`src/rtl/xbd_pkg.sv`:
```
package xbd_pkg;

  // address window of the current bus cycle, ordered by address
  typedef enum logic [1:0] {
    WIN_BOOT = 2'd0,  // lowest quarter: not remapped
    WIN_CE1  = 2'd1,  // external chip 1 window
    WIN_MID  = 2'd2,  // external chip 2 or internal ROM, banked
    WIN_TOP  = 2'd3   // program window, fixed bank
  } xbd_win_e;

  // configuration register selects
  localparam logic [1:0] SEL_BANK_A = 2'd0;
  localparam logic [1:0] SEL_BANK_B = 2'd1;
  localparam logic [1:0] SEL_MAP    = 2'd2;

  // mapping field contents
  typedef struct packed {
    logic src_int;  // middle window source bit
    logic lock;     // chip 1 window lock bit
  } xbd_map_t;

  // the combinations the mapping field must never hold
  function automatic logic map_illegal(input xbd_map_t m, input logic rom_off);
    return m.lock & (rom_off | ~m.src_int);
  endfunction

endpackage

```
`src/rtl/xbd_regs.sv`:
```
module xbd_regs
  import xbd_pkg::*;
#(
  parameter int BANK_W = 5,
  parameter int GPO_W  = 2,
  localparam int REG_W = BANK_W + GPO_W
) (
  input  logic              clk,
  input  logic              rst_n,
  input  logic              we,
  input  logic [1:0]        sel,
  input  logic [REG_W-1:0]  wdata,
  output logic [BANK_W-1:0] bank_a,
  output logic [REG_W-1:0]  bank_b,
  output xbd_map_t          map_q
);

  logic wr_a, wr_b, wr_map;
  assign wr_a   = we && (sel == SEL_BANK_A);
  assign wr_b   = we && (sel == SEL_BANK_B);
  assign wr_map = we && (sel == SEL_MAP);

  always_ff @(posedge clk or negedge rst_n) begin
    if (!rst_n) begin
      bank_a <= '0;
      bank_b <= '0;
      map_q  <= '0;
    end else begin
      if (wr_a)   bank_a <= wdata[BANK_W-1:0];
      if (wr_b)   bank_b <= wdata;
      if (wr_map) map_q  <= xbd_map_t'(wdata[1:0]);
    end
  end


  bank_a_load_chk: assert property (@(posedge clk) disable iff (!rst_n)
    wr_a |=> (bank_a == $past(wdata[BANK_W-1:0])));


  map_load_chk: assert property (@(posedge clk) disable iff (!rst_n)
    wr_map |=> (map_q == $past(wdata[1:0])));


  sel3_hold_chk: assert property (@(posedge clk) disable iff (!rst_n)
    (we && sel == 2'd3) |=> ($stable(bank_a) && $stable(bank_b) && $stable(map_q)));

endmodule

```
`src/rtl/xbd_window.sv`:
```
module xbd_window
  import xbd_pkg::*;
#(
  parameter int ADDR_W = 16
) (
  input  logic [ADDR_W-1:0] addr,
  output xbd_win_e          win
);

  localparam int unsigned QUARTER = 1 << (ADDR_W - 2);
  localparam logic [ADDR_W-1:0] LIM_CE1 = ADDR_W'(QUARTER);
  localparam logic [ADDR_W-1:0] LIM_MID = ADDR_W'(2 * QUARTER);
  localparam logic [ADDR_W-1:0] LIM_TOP = ADDR_W'(3 * QUARTER);

  always_comb begin
    if (addr < LIM_CE1)      win = WIN_BOOT;
    else if (addr < LIM_MID) win = WIN_CE1;
    else if (addr < LIM_TOP) win = WIN_MID;
    else                     win = WIN_TOP;
  end

endmodule

```
`src/rtl/xbd_route.sv`:
```
module xbd_route
  import xbd_pkg::*;
#(
  parameter int BANK_W     = 5,
  parameter int GPO_W      = 2,
  parameter int IROM_BANKS = 4,
  localparam int REG_W     = BANK_W + GPO_W,
  localparam int IDX_W     = $clog2(IROM_BANKS)
) (
  input  logic              clk,
  input  logic              rst_n,
  input  xbd_win_e          win,
  input  logic              req,
  input  logic              wr,
  input  logic              sleep,
  input  logic              rom_off,
  input  logic [BANK_W-1:0] bank_a,
  input  logic [REG_W-1:0]  bank_b,
  input  xbd_map_t          map_q,
  output logic              ce1_n,
  output logic              ce2_n,
  output logic [REG_W-1:0]  bank_pins,
  output logic              irom_sel,
  output logic [IDX_W-1:0]  irom_bank,
  output logic              cfg_bad,
  output logic              irom_miss
);

  // internal ROM occupies the highest IROM_BANKS bank numbers
  function automatic logic irom_present(input logic [BANK_W-1:0] b);
    return &b[BANK_W-1:IDX_W];
  endfunction

  // named internal events, used by the logic and the assertions
  logic cfg_illegal, go;
  logic ce1_hit, mid_ext, mid_int, top_ext, top_int;
  logic ext2_cycle, int_read_mid, int_read_top;
  logic [BANK_W-1:0] low_bank;

  assign cfg_illegal = map_illegal(map_q, rom_off);
  assign go          = req & ~cfg_illegal;

  assign ce1_hit = go & (win == WIN_CE1) & ~map_q.lock;
  assign mid_ext = go & (win == WIN_MID) & (~map_q.src_int | rom_off);
  assign mid_int = go & (win == WIN_MID) & map_q.src_int & ~rom_off;
  assign top_ext = go & (win == WIN_TOP) & rom_off;
  assign top_int = go & (win == WIN_TOP) & ~rom_off;

  assign ext2_cycle   = (mid_ext | top_ext) & ~sleep;
  assign int_read_mid = mid_int & ~wr & irom_present(bank_a);
  assign int_read_top = top_int & ~wr;

  assign ce1_n = ~(ce1_hit & ~sleep);
  assign ce2_n = ~ext2_cycle;

  // bank number shown on the low pins
  always_comb begin
    low_bank = bank_a;
    if (ext2_cycle) begin
      if (top_ext)              low_bank = '1;
      else if (!map_q.src_int)  low_bank = bank_b[BANK_W-1:0];
      else                      low_bank = bank_a;
    end
  end

  generate
    if (GPO_W > 0) begin : g_gpo
      assign bank_pins = {bank_b[REG_W-1:BANK_W], low_bank};
    end else begin : g_nogpo
      assign bank_pins = low_bank;
    end
  endgenerate

  assign irom_sel = int_read_mid | int_read_top;
  always_comb begin
    if (int_read_mid)      irom_bank = bank_a[IDX_W-1:0];
    else if (int_read_top) irom_bank = '1;
    else                   irom_bank = '0;
  end

  assign cfg_bad   = cfg_illegal;
  assign irom_miss = mid_int & ~irom_present(bank_a);


  sleep_ce_chk: assert property (@(posedge clk) disable iff (!rst_n)
    sleep |-> (ce1_n && ce2_n));


  illegal_quiet_chk: assert property (@(posedge clk) disable iff (!rst_n)
    cfg_bad |-> (ce1_n && ce2_n && !irom_sel));


  one_target_chk: assert property (@(posedge clk) disable iff (!rst_n)
    $countones({~ce1_n, ~ce2_n, irom_sel}) <= 1);


  irom_write_chk: assert property (@(posedge clk) disable iff (!rst_n)
    wr |-> !irom_sel);


  miss_no_sel_chk: assert property (@(posedge clk) disable iff (!rst_n)
    irom_miss |-> !irom_sel);


  ce1_window_chk: assert property (@(posedge clk) disable iff (!rst_n)
    !ce1_n |-> (win == WIN_CE1));


  idle_bank_chk: assert property (@(posedge clk) disable iff (!rst_n)
    ce2_n |-> (bank_pins[BANK_W-1:0] == bank_a));


  no_req_chk: assert property (@(posedge clk) disable iff (!rst_n)
    (!req || win == WIN_BOOT) |-> (ce1_n && ce2_n && !irom_sel && !irom_miss));

endmodule

```
`src/rtl/xmem_bank_decoder.sv`:
```
module xmem_bank_decoder
  import xbd_pkg::*;
#(
  parameter int ADDR_W     = 16,
  parameter int BANK_W     = 5,
  parameter int GPO_W      = 2,
  parameter int IROM_BANKS = 4,
  localparam int REG_W     = BANK_W + GPO_W,
  localparam int IDX_W     = $clog2(IROM_BANKS)
) (
  input  logic              clk,
  input  logic              rst_n,
  input  logic [ADDR_W-1:0] cpu_addr,
  input  logic              cpu_req,
  input  logic              cpu_wr,
  input  logic              rom_int_off,
  input  logic              sleep_mode,
  input  logic              cfg_we,
  input  logic [1:0]        cfg_sel,
  input  logic [REG_W-1:0]  cfg_wdata,
  output logic              xce1_n,
  output logic              xce2_n,
  output logic [REG_W-1:0]  bank_pins,
  output logic              irom_sel,
  output logic [IDX_W-1:0]  irom_bank,
  output logic              cfg_bad,
  output logic              irom_miss
);

  logic [BANK_W-1:0] bank_a;
  logic [REG_W-1:0]  bank_b;
  xbd_map_t          map_q;
  xbd_win_e          win;

  xbd_regs #(.BANK_W(BANK_W), .GPO_W(GPO_W)) u_regs (
    .clk    (clk),
    .rst_n  (rst_n),
    .we     (cfg_we),
    .sel    (cfg_sel),
    .wdata  (cfg_wdata),
    .bank_a (bank_a),
    .bank_b (bank_b),
    .map_q  (map_q)
  );

  xbd_window #(.ADDR_W(ADDR_W)) u_window (
    .addr (cpu_addr),
    .win  (win)
  );

  xbd_route #(.BANK_W(BANK_W), .GPO_W(GPO_W), .IROM_BANKS(IROM_BANKS)) u_route (
    .clk       (clk),
    .rst_n     (rst_n),
    .win       (win),
    .req       (cpu_req),
    .wr        (cpu_wr),
    .sleep     (sleep_mode),
    .rom_off   (rom_int_off),
    .bank_a    (bank_a),
    .bank_b    (bank_b),
    .map_q     (map_q),
    .ce1_n     (xce1_n),
    .ce2_n     (xce2_n),
    .bank_pins (bank_pins),
    .irom_sel  (irom_sel),
    .irom_bank (irom_bank),
    .cfg_bad   (cfg_bad),
    .irom_miss (irom_miss)
  );

endmodule

```
`config.mk`:
```
export PLATFORM = sky130hd
export DESIGN_NAME = xmem_bank_decoder
export DESIGN_NICKNAME = d
export VERILOG_FILES = /design/src/rtl/xbd_pkg.sv /design/src/rtl/xbd_regs.sv /design/src/rtl/xbd_window.sv /design/src/rtl/xbd_route.sv /design/src/rtl/xmem_bank_decoder.sv
export SDC_FILE = /design/constraint.sdc
export NUM_CORES = 1
export LEC_CHECK = 0
export BUFFER_PORTS_ARGS = -buffer_cell sky130_fd_sc_hd__buf_4
export CELL_PAD_IN_SITES_DETAIL_PLACEMENT = 1
export CELL_PAD_IN_SITES_GLOBAL_PLACEMENT = 2
export CORE_AREA = 2 2 59 61
export DETAILED_ROUTE_END_ITERATION = 7
export DIE_AREA = 0 0 61 63
export PLACE_DENSITY = 0.89
export SETUP_SLACK_MARGIN = 0.15
export SYNTH_ARGS = -nofsm -noshare
export SYNTH_HDL_FRONTEND = slang
export SYNTH_HIERARCHICAL = 1
export SYNTH_SLANG_ARGS = --single-unit
```
`constraint.sdc`:
```
create_clock -name clk -period 2.7 [get_ports clk]
set_input_delay 0.135 -clock clk [delete_from_list [all_inputs] [get_ports clk]]
set_output_delay 0.135 -clock clk [all_outputs]
set_load 0.01 [all_outputs]
```
==> results.toml, run 1 <==
[run_status]
status = "finished clean"

[setup_path]
crit_path_end_kind = "primary output"
rrSetupSlack_ps = 1840
reg2reg_to = "u_regs/map_q[1]"
cp_max_fo = 11
critPathKind = "register to primary output"
rr_worst_depth = 1
start_kind = "register"
crit_required_ps = 2570
r2r_start = "u_regs/map_q[1]"
arrival_ps = 1760

[drt]
drt-wirelength-per-cell_um = 12.6
vias = 669
drtIter0Drc = 6
firstDrtPassIters = 3
wl_mm = 1.85
drcViolationCount = 0
ant_nets = 0
viasPerCell = 4.55

[cts]
clock_latency_ps = 270
cts_buffer_depth = 2
post_cts_buffers = 0
cts_tree = "yes"
cts_sinks = 14
cts-root-buf = "clkbuf_4"
cts_inserted_buffers = 3
h-tree-depth = 1
clk_pin_slew_worst_paths_ps = 80

[global_routing]
grt_pass1_wl_mm = 3.09
track_usage = 0.107
grt_pass1_vias = 687
grtUsageMet2 = 0.175
antenna_found_initial = 0
grt_max_degree = 15
grt.met1_usage = 0.134
grt.overflow.total = 0
grt_busiest_layer = "met2"
met3_usage = 0.0248

[sta]
fmax_mhz = 528
slew_headroom = 0.750
maxSlewViolCount = 0
worst_clock_skew_ps = 0
tightest_slew_ps = 375
fin_crit_sh = 0.702
setup_viol = 0
layout_min_cycle_time_ps = 1890
rsz0062_at_grt = "no"
finalSetupTns_ps = 0
hold_viol_final = 0

[cells_and_area]
diodes = 0
regArea_sq_um = 350
nets = 134
multi_input_area_sq_um = 438
drive_gt1_frac = 0.554
fillers = 379
syn2layout_area_growth_pct = 37.5

[run]
cap_violations = 0

[synthesis]
yosysWarnings = 6
synth_common_cells = "dfrtp_1 (14), mux2_2 (14), nor2_1 (6)"
synth-simple-area-share = 0.216
synth-xor-area-share = 0
synth_cell_types = 24
syn_inst = 70
synth_compound_area_frac = 0.127
synthDominantCellAreaShare = 0.428
async_reset_ff_frac = 1.00
syn_avg_cell_area_sq_um = 11.7
synth_top_family_by_area = "simple AND/OR/NAND/NOR gates"
synth-main-ff-cell = "dfrtp_1"
synth-edff-count = 0
muxShareOfSynthArea = 0.193
synthTopCellsByArea = "dfrtp_1 (43%), mux2_2 (19%), a31oi_1 (3.8%)"
ys_seq_elements = 14
post-synth-top-area-cell = "dfrtp_1"
synthesis.nets = 102
yosysSeqAreaShare = 0.428
synth_area_sq_um = 818
synthAdderAreaFrac = 0

[floorplanning]
dieWidth_um = 61
core_sq_mm = 0.00323
die_y_um = 63
num_rows = 21
dieArea_sq_mm = 0.00384
start_util = 0.253
pin_count = 46

[place]
io_buffers = 31
place.gp.congestion = 0.730
dpl.hpwl_mm = 1.57

[power]
power_mw = 0.609
leakagePower_nw = 0.511
powerDensity_mw_per_mm2 = 542
ir_drop_mv = 0.271

[worst_hold_path]
hold_path_class = "input pin to register"
holdPathEnd = "u_regs/bank_b[5]"
hold_start = "cfg_wdata[5]"
holdPathStages = 2
-- kinds of logic after synthesis --
logic type,count (synthesis)
AND/OR/NAND/NOR,23
AO/OA/AOI/OAI,14
multiplexers,14
flip-flops,14
buffers and inverters,5
-- area by class of cell --
type                            count  share of cell area
Timing Repair Buffer               32               0.216
Multi-Input combinational cell     51               0.389
Tap cell                           46              0.0512
Sequential cell                    14               0.311
Clock buffer                        4              0.0323
-- worst max-delay path by stage --
stage	from	endpoint	slack [ps]
2_1_floorplan	u_regs/map_q[0]	bank_pins[0]	1450
3_3_place_gp	u_regs/map_q[0]	bank_pins[2]	1150
3_5_place_dp	u_regs/map_q[0]	bank_pins[1]	1140
4_1_cts	u_regs/map_q[0]	bank_pins[1]	810
5_1_grt	u_regs/map_q[0]	bank_pins[1]	700
6_report	u_regs/map_q[0]	bank_pins[1]	810
-- where the power goes --
part | total (mW) | internal (mW) | switching [mW]
clock network | 0.145 | 0.0820 | 0.0627
logic | 0.180 | 0.103 | 0.0771
registers | 0.284 | 0.249 | 0.0350
total | 0.609 | 0.434 | 0.175
-- metrics by stage --
| step | util | cells | setup WS [ps] | hold WS, ps | area (sq um) |
|---|---|---|---|---|---|
| final | 0.348 | 147 | 806 | 89.8 | 1120 |
| after CTS | 0.348 | 147 | 808 | 79.1 | 1120 |
| after detailed placement | 0.334 | 142 | 1140 | -12.4 | 1080 |
| after global placement | 0.334 | 142 | 1150 | -14.3 | 1080 |
| after global routing | 0.348 | 147 | 701 | 80.2 | 1120 |
| after floorplan | - | 70 | 1450 | -161 | 818 |
-- flip-flops by register name, summed over array words and instances (netlist names) --
register / count
u_regs/bank_a: 5
u_regs/bank_b: 7
u_regs/map_q: 2
-- cell usage in the layout (no fill, tap or decap) --
cell           count
buf_4             31
mux2_2            14
dfrtp_1           14
nor2_1             6
a31oi_1            5
a21oi_1            5
clkbuf_4           3
nand2b_4           2
nand2_1            2
a21o_1             2
or2_1              2
clkbuf_8           1
dlygate4sd3_1      1
nand3b_2           1
nor3b_4            1
nand3b_1           1
and2_1             1
nand4b_1           1
nor4_2             1
a2111oi_4          1
and4bb_1           1
o21ai_1            1
nand2b_2           1
or4_1              1
and3_1             1
nor4_1             1
-- routing by layer --
layer  up-vias  wire length, um
met5         -                0
met4         0               19
met3         2              147
met2        27              860
met1       323              820
li1        317                -
-- timing repair --
item | 4_1_cts | 5_1_grt
hold buffers | 1 | 0
gates resized for setup | 0 | 0
hold endpoints to repair | 14 | 0
-- worst max-delay path: stages, from the launching register on --
cell	delay [ps]
dfrtp_1	450
and4bb_1	520
a31oi_1	140
a21oi_1	210
buf_4	160
Note: power is estimated with default switching activity, not from simulation.
==> inputs of run 2 (changes only) <==
CORE_AREA = 2 2 64 66   (was 2 2 59 61)
DIE_AREA = 0 0 66 68   (was 0 0 61 63)
PLACE_DENSITY = 0.82   (was 0.89)
clock period = 1.7 ns   (was 2.7 ns; I/O delays follow)
==> run 2 against run 1 <==
Net effect: total power rose by 72%; worst setup slack got worse by 650 ps; die area rose by 17%; flip-flop and latch count did not move; clock power rose by 79%; critical path type unchanged; highest routed layer unchanged.
==> results.toml, run 2 (synthesized netlist as in run 1, its figures left out) <==
[run_status]
status = "finished clean"

[worst_hold_path]
hold_path_class = "input pin to register"
hold_start = "cfg_wdata[5]"
holdPathStages = 2
holdPathEnd = "u_regs/bank_b[5]"

[place]
dpl.hpwl_mm = 1.70
place_area_sq_mm = 0.00110
io_buffers = 31
dp.cells = 148
place.gp.congestion = 0.698

[setup_path]
critPathKind = "register to primary output"
r2r_start = "u_regs/map_q[0]"
rrSetupSlack_ps = 790
arrival_ps = 1450
cp_max_fo = 4
reg2reg_to = "u_regs/map_q[0]"
start_kind = "register"
crit_required_ps = 1620
crit_path_end_kind = "primary output"
rr_worst_depth = 2

[global_routing]
track_usage = 0.101
grt_busiest_layer = "met2"
antenna_found_initial = 0
grt.overflow.total = 0
grt_pass1_vias = 727
grt_pass1_wl_mm = 3.42
grt_max_degree = 15
grt.met1_usage = 0.118
met3_usage = 0.0164
grtUsageMet2 = 0.182

[sta]
layout_min_cycle_time_ps = 1540
fmax_mhz = 650
slew_headroom = 0.795
setup_viol = 0
maxSlewViolCount = 0
tightest_slew_ps = 307
finalSetupTns_ps = 0
fin_crit_sh = 0.906
hold_viol_final = 0
finalHoldWorstSlack_ps = 74.2
worst_clock_skew_ps = 0
rsz0062_at_grt = "yes"

[cells_and_area]
largest_reg_flops = 7
nets = 139
diodes = 0
multi_input_area_sq_um = 465
final_area_sq_mm = 0.00122
drive_gt1_frac = 0.610
syn2layout_area_growth_pct = 48.6
fillers = 435
regMostFlops = "u_regs/bank_b"
reg_top3 = "u_regs/bank_b x7, u_regs/bank_a x5, u_regs/map_q x2"
final_common_cell = "buf_4"
final_cells = 155
final_cell_mix = "buf_4 (32), mux2_2 (14), dfrtp_1 (13)"
regArea_sq_um = 352

[cts]
cts_tree = "yes"
cts-root-buf = "clkbuf_8"
cts_sinks = 14
clk_pin_slew_worst_paths_ps = 50
cts_inserted_buffers = 3
cts_buffer_depth = 2
clock_latency_ps = 240
h-tree-depth = 1

[drt]
viasPerCell = 4.40
firstDrtPassIters = 4
drcViolationCount = 0
wl_mm = 2.15
vias = 682
drt-wirelength-per-cell_um = 13.9
ant_nets = 0
drtIter0Drc = 14

[floorplanning]
pin_count = 46
dieWidth_um = 66
start_util = 0.212
die_y_um = 68
core_sq_mm = 0.00386
dieArea_sq_mm = 0.00449
num_rows = 23

[power]
powerDensity_mw_per_mm2 = 860
ir_drop_mv = 0.371
leakagePower_nw = 0.544

[run]
cap_violations = 0
[run 2: cell types whose count changed in the layout (fill, tap and decap cells not counted), sizes merged]
cell and change:
clkbuf -1, buf +5
[run 2: power by group]
part	total (mW)	internal, mW	switching, mW
logic	0.333	0.189	0.144
registers	0.452	0.398	0.0534
clock network	0.260	0.156	0.104
total	1.05	0.744	0.302
[run 2: timing repair]
item / in CTS / in global routing
hold endpoints to repair: 14 / 0
resized for setup: 3 / 10
hold buffers: 1 / 0
endpoints found under the setup margin: 9 / 8
pin swaps: 0 / 2
buffers inserted: 0 / 3
[run 2: final cells by class]
cell class / instances / area share
Clock buffer: 3 / 0.0340
Multi-Input combinational cell: 51 / 0.383
Sequential cell: 14 / 0.289
Tap cell: 50 / 0.0514
Timing Repair Buffer: 37 / 0.243
[run 2: worst max-delay path by stage]
stage | cells after the start | to | from
floorplan | 4 | bank_pins[0] | u_regs/map_q[0]
global placement | 4 | bank_pins[2] | u_regs/map_q[0]
detailed placement | 4 | bank_pins[4] | u_regs/map_q[0]
CTS | 3 | xce1_n | u_regs/map_q[0]
global route | 4 | irom_sel | u_regs/map_q[1]
finish | 3 | xce1_n | u_regs/map_q[0]
[run 2: per-layer routing]
layer,up-vias,part of all wire
met2,25,0.52
met3,2,0.064
met4,0,0.0079
met5,-,0
li1,329,-
met1,326,0.40
[run 2: per-stage QoR]
stage | setup WS [ps] | utilization | power (mW)
floorplan | 504 | - | 0.615
global placement | 346 | 0.285 | 0.749
detailed placement | 337 | 0.285 | 0.761
CTS | 152 | 0.299 | 1.03
global route | 117 | 0.315 | 1.11
finish | 161 | 0.315 | 1.05
[run 2: critical path, stage by stage, from the launching register on]
cell,delay [ps]
dfrtp_1,380
buf_4,160
or4_1,520
buf_4,160
==> inputs of run 3 (changes only) <==
CTS_BUF_LIST = sky130_fd_sc_hd__clkbuf_8 sky130_fd_sc_hd__clkbuf_16   (was default)
HOLD_SLACK_MARGIN = 0.1   (was default)
==> run 3 against run 2 <==
Net effect: total power is 1.5% higher; cell area is 5.8% higher; clock-buffer cell count stayed put; register-to-register slack hardly changed; critical endpoint unchanged; first-iteration DRC count is 14% lower; non-clock buffer count is 7 higher; worst setup slack better by 1.1 ps; die area stayed put; critical path depth stayed put; core utilization is 1.8 points higher; combinational power is 4% higher; clock power hardly changed.
==> results.toml, run 3 (synthesized netlist as in run 1, its figures left out) <==
[setup_path]
critPathLaunch = "u_regs/map_q[0]"
slowest_delay_ps = 520
rrSetupSlack_ps = 790
path_common_cell = "buf_4"
crit_required_ps = 1620
worstPathCellList = "buf_4 -> or4_1 -> buf_4"
rr_worst_depth = 2
r2r_start = "u_regs/map_q[0]"
crit_path_end_kind = "primary output"
reg2reg_to = "u_regs/map_q[0]"
critPathKind = "register to primary output"
arrival_ps = 1450
cp_max_fo = 4
critPathSlowestCell = "or4_1"
timing.critical_path.buf_inv = 2
start_kind = "register"
crit_family = "simple AND/OR/NAND/NOR gates"

[place]
place.gp.congestion = 0.698
dpl.hpwl_mm = 1.70
place_area_sq_mm = 0.00110
io_buffers = 31

[cts]
h-tree-depth = 1
cts_inserted_buffers = 3
cts_sinks = 14
cts_buffer_depth = 2
cts-root-buf = "clkbuf_8"
clk_pin_slew_worst_paths_ps = 50
clock_latency_ps = 240
cts_tree = "yes"

[drt]
drtIter0Drc = 12
wl_mm = 2.22
firstDrtPassIters = 4
viasPerCell = 4.40
vias = 712
drcViolationCount = 0
drt-wirelength-per-cell_um = 13.7
ant_nets = 0

[floorplanning]
dieArea_sq_mm = 0.00449
num_rows = 23
die_y_um = 68
start_util = 0.212
dieWidth_um = 66
core_sq_mm = 0.00386
pin_count = 46

[global_routing]
grt_pass1_wl_mm = 3.58
grt.overflow.total = 0
track_usage = 0.105
grt_pass1_vias = 765
grt_max_degree = 15
antenna_found_initial = 0

[cells_and_area]
multi_input_area_sq_um = 465
reg_top3 = "u_regs/bank_b x7, u_regs/bank_a x5, u_regs/map_q x2"
drive_gt1_frac = 0.571
regMostFlops = "u_regs/bank_b"
final_area_sq_mm = 0.00129
syn2layout_area_growth_pct = 57.2
largest_reg_flops = 7
nets = 146
diodes = 0
final_common_cell = "buf_4"
final_cell_mix = "buf_4 (32), mux2_2 (14), dfrtp_1 (13)"
regArea_sq_um = 352
fillers = 434

[sta]
layout_min_cycle_time_ps = 1540
finalSetupTns_ps = 0
maxSlewViolCount = 0
rsz0062_at_grt = "yes"
fin_crit_sh = 0.905
fmax_mhz = 650
slew_headroom = 0.795
hold_viol_final = 0
setup_viol = 0
worst_clock_skew_ps = 0
tightest_slew_ps = 308

[worst_hold_path]
hold_path_class = "input pin to asynchronous set/reset pin"

[power]
seqPwrFrac = 0.426
ir_drop_mv = 0.377
clkPwrFrac = 0.247
net-switching-power_mw = 0.306
netSwitchingFraction = 0.289
p_comb_frac = 0.327
powerDensity_mw_per_mm2 = 825
leakagePower_nw = 0.573
internal-power_mw = 0.754

[run]
cap_violations = 0

[run_status]
status = "finished clean"
## run 3: cell count changes in the layout (fill, tap and decap cells not counted)
cell	before	now
dlygate4sd3_1	1	8
## run 3: worst reg2reg max path: cells and delay by family, from the launching register on
family / cells / cell delay, ps
mux: 1 / 260
buf+inv: 1 / 160
flops: 1 / 380
## run 3: through the flow
stage                     instances  utilization  setup WS [ps]  hold WS [ps]  total power, mW
final                           162        0.334            162           239             1.06
after global routing            162        0.334            117           258             1.13
after CTS                       159        0.318            152           215             1.05
after detailed placement        148        0.285            337         -60.4            0.761
after global placement          148        0.285            346         -63.7            0.749
after floorplan                  70            -            504          -211            0.615
## run 3: layout make-up
cell class                      count  area share
Clock buffer                        3      0.0321
Multi-Input combinational cell     51       0.362
Sequential cell                    14       0.273
Tap cell                           50      0.0486
Timing Repair Buffer               44       0.284
## run 3: worst max-delay path by stage
stage                         endpoint  slack (ps)  cells past startpoint
final                           xce1_n         160                      3
after global placement    bank_pins[2]         350                      4
after floorplan           bank_pins[0]         500                      4
after CTS                       xce1_n         150                      3
after global routing          irom_sel         120                      4
after detailed placement  bank_pins[4]         340                      4
## run 3: timing repair
item / 4_1_cts / 5_1_grt
gates resized for setup: 3 / 10
setup endpoints to repair: 9 / 8
setup buffers: 0 / 3
gates cloned: 0 / 0
pin swaps: 0 / 2
hold buffers: 8 / 0
hold endpoints to repair: 26 / 0
## run 3: layer usage
metal,part of all wire,track usage
met1,0.40,0.124
met5,0,0
met4,0.0077,0.0459
met2,0.53,0.192
met3,0.055,0.0148
## run 3: power by group through the flow
stage	registers [mW]	clock network, mW	logic [mW]
after global routing	0.462	0.284	0.381
after floorplan	0.440	0	0.175
final	0.452	0.262	0.347
after detailed placement	0.456	0	0.304
after global placement	0.452	0	0.297
after CTS	0.452	0.272	0.322
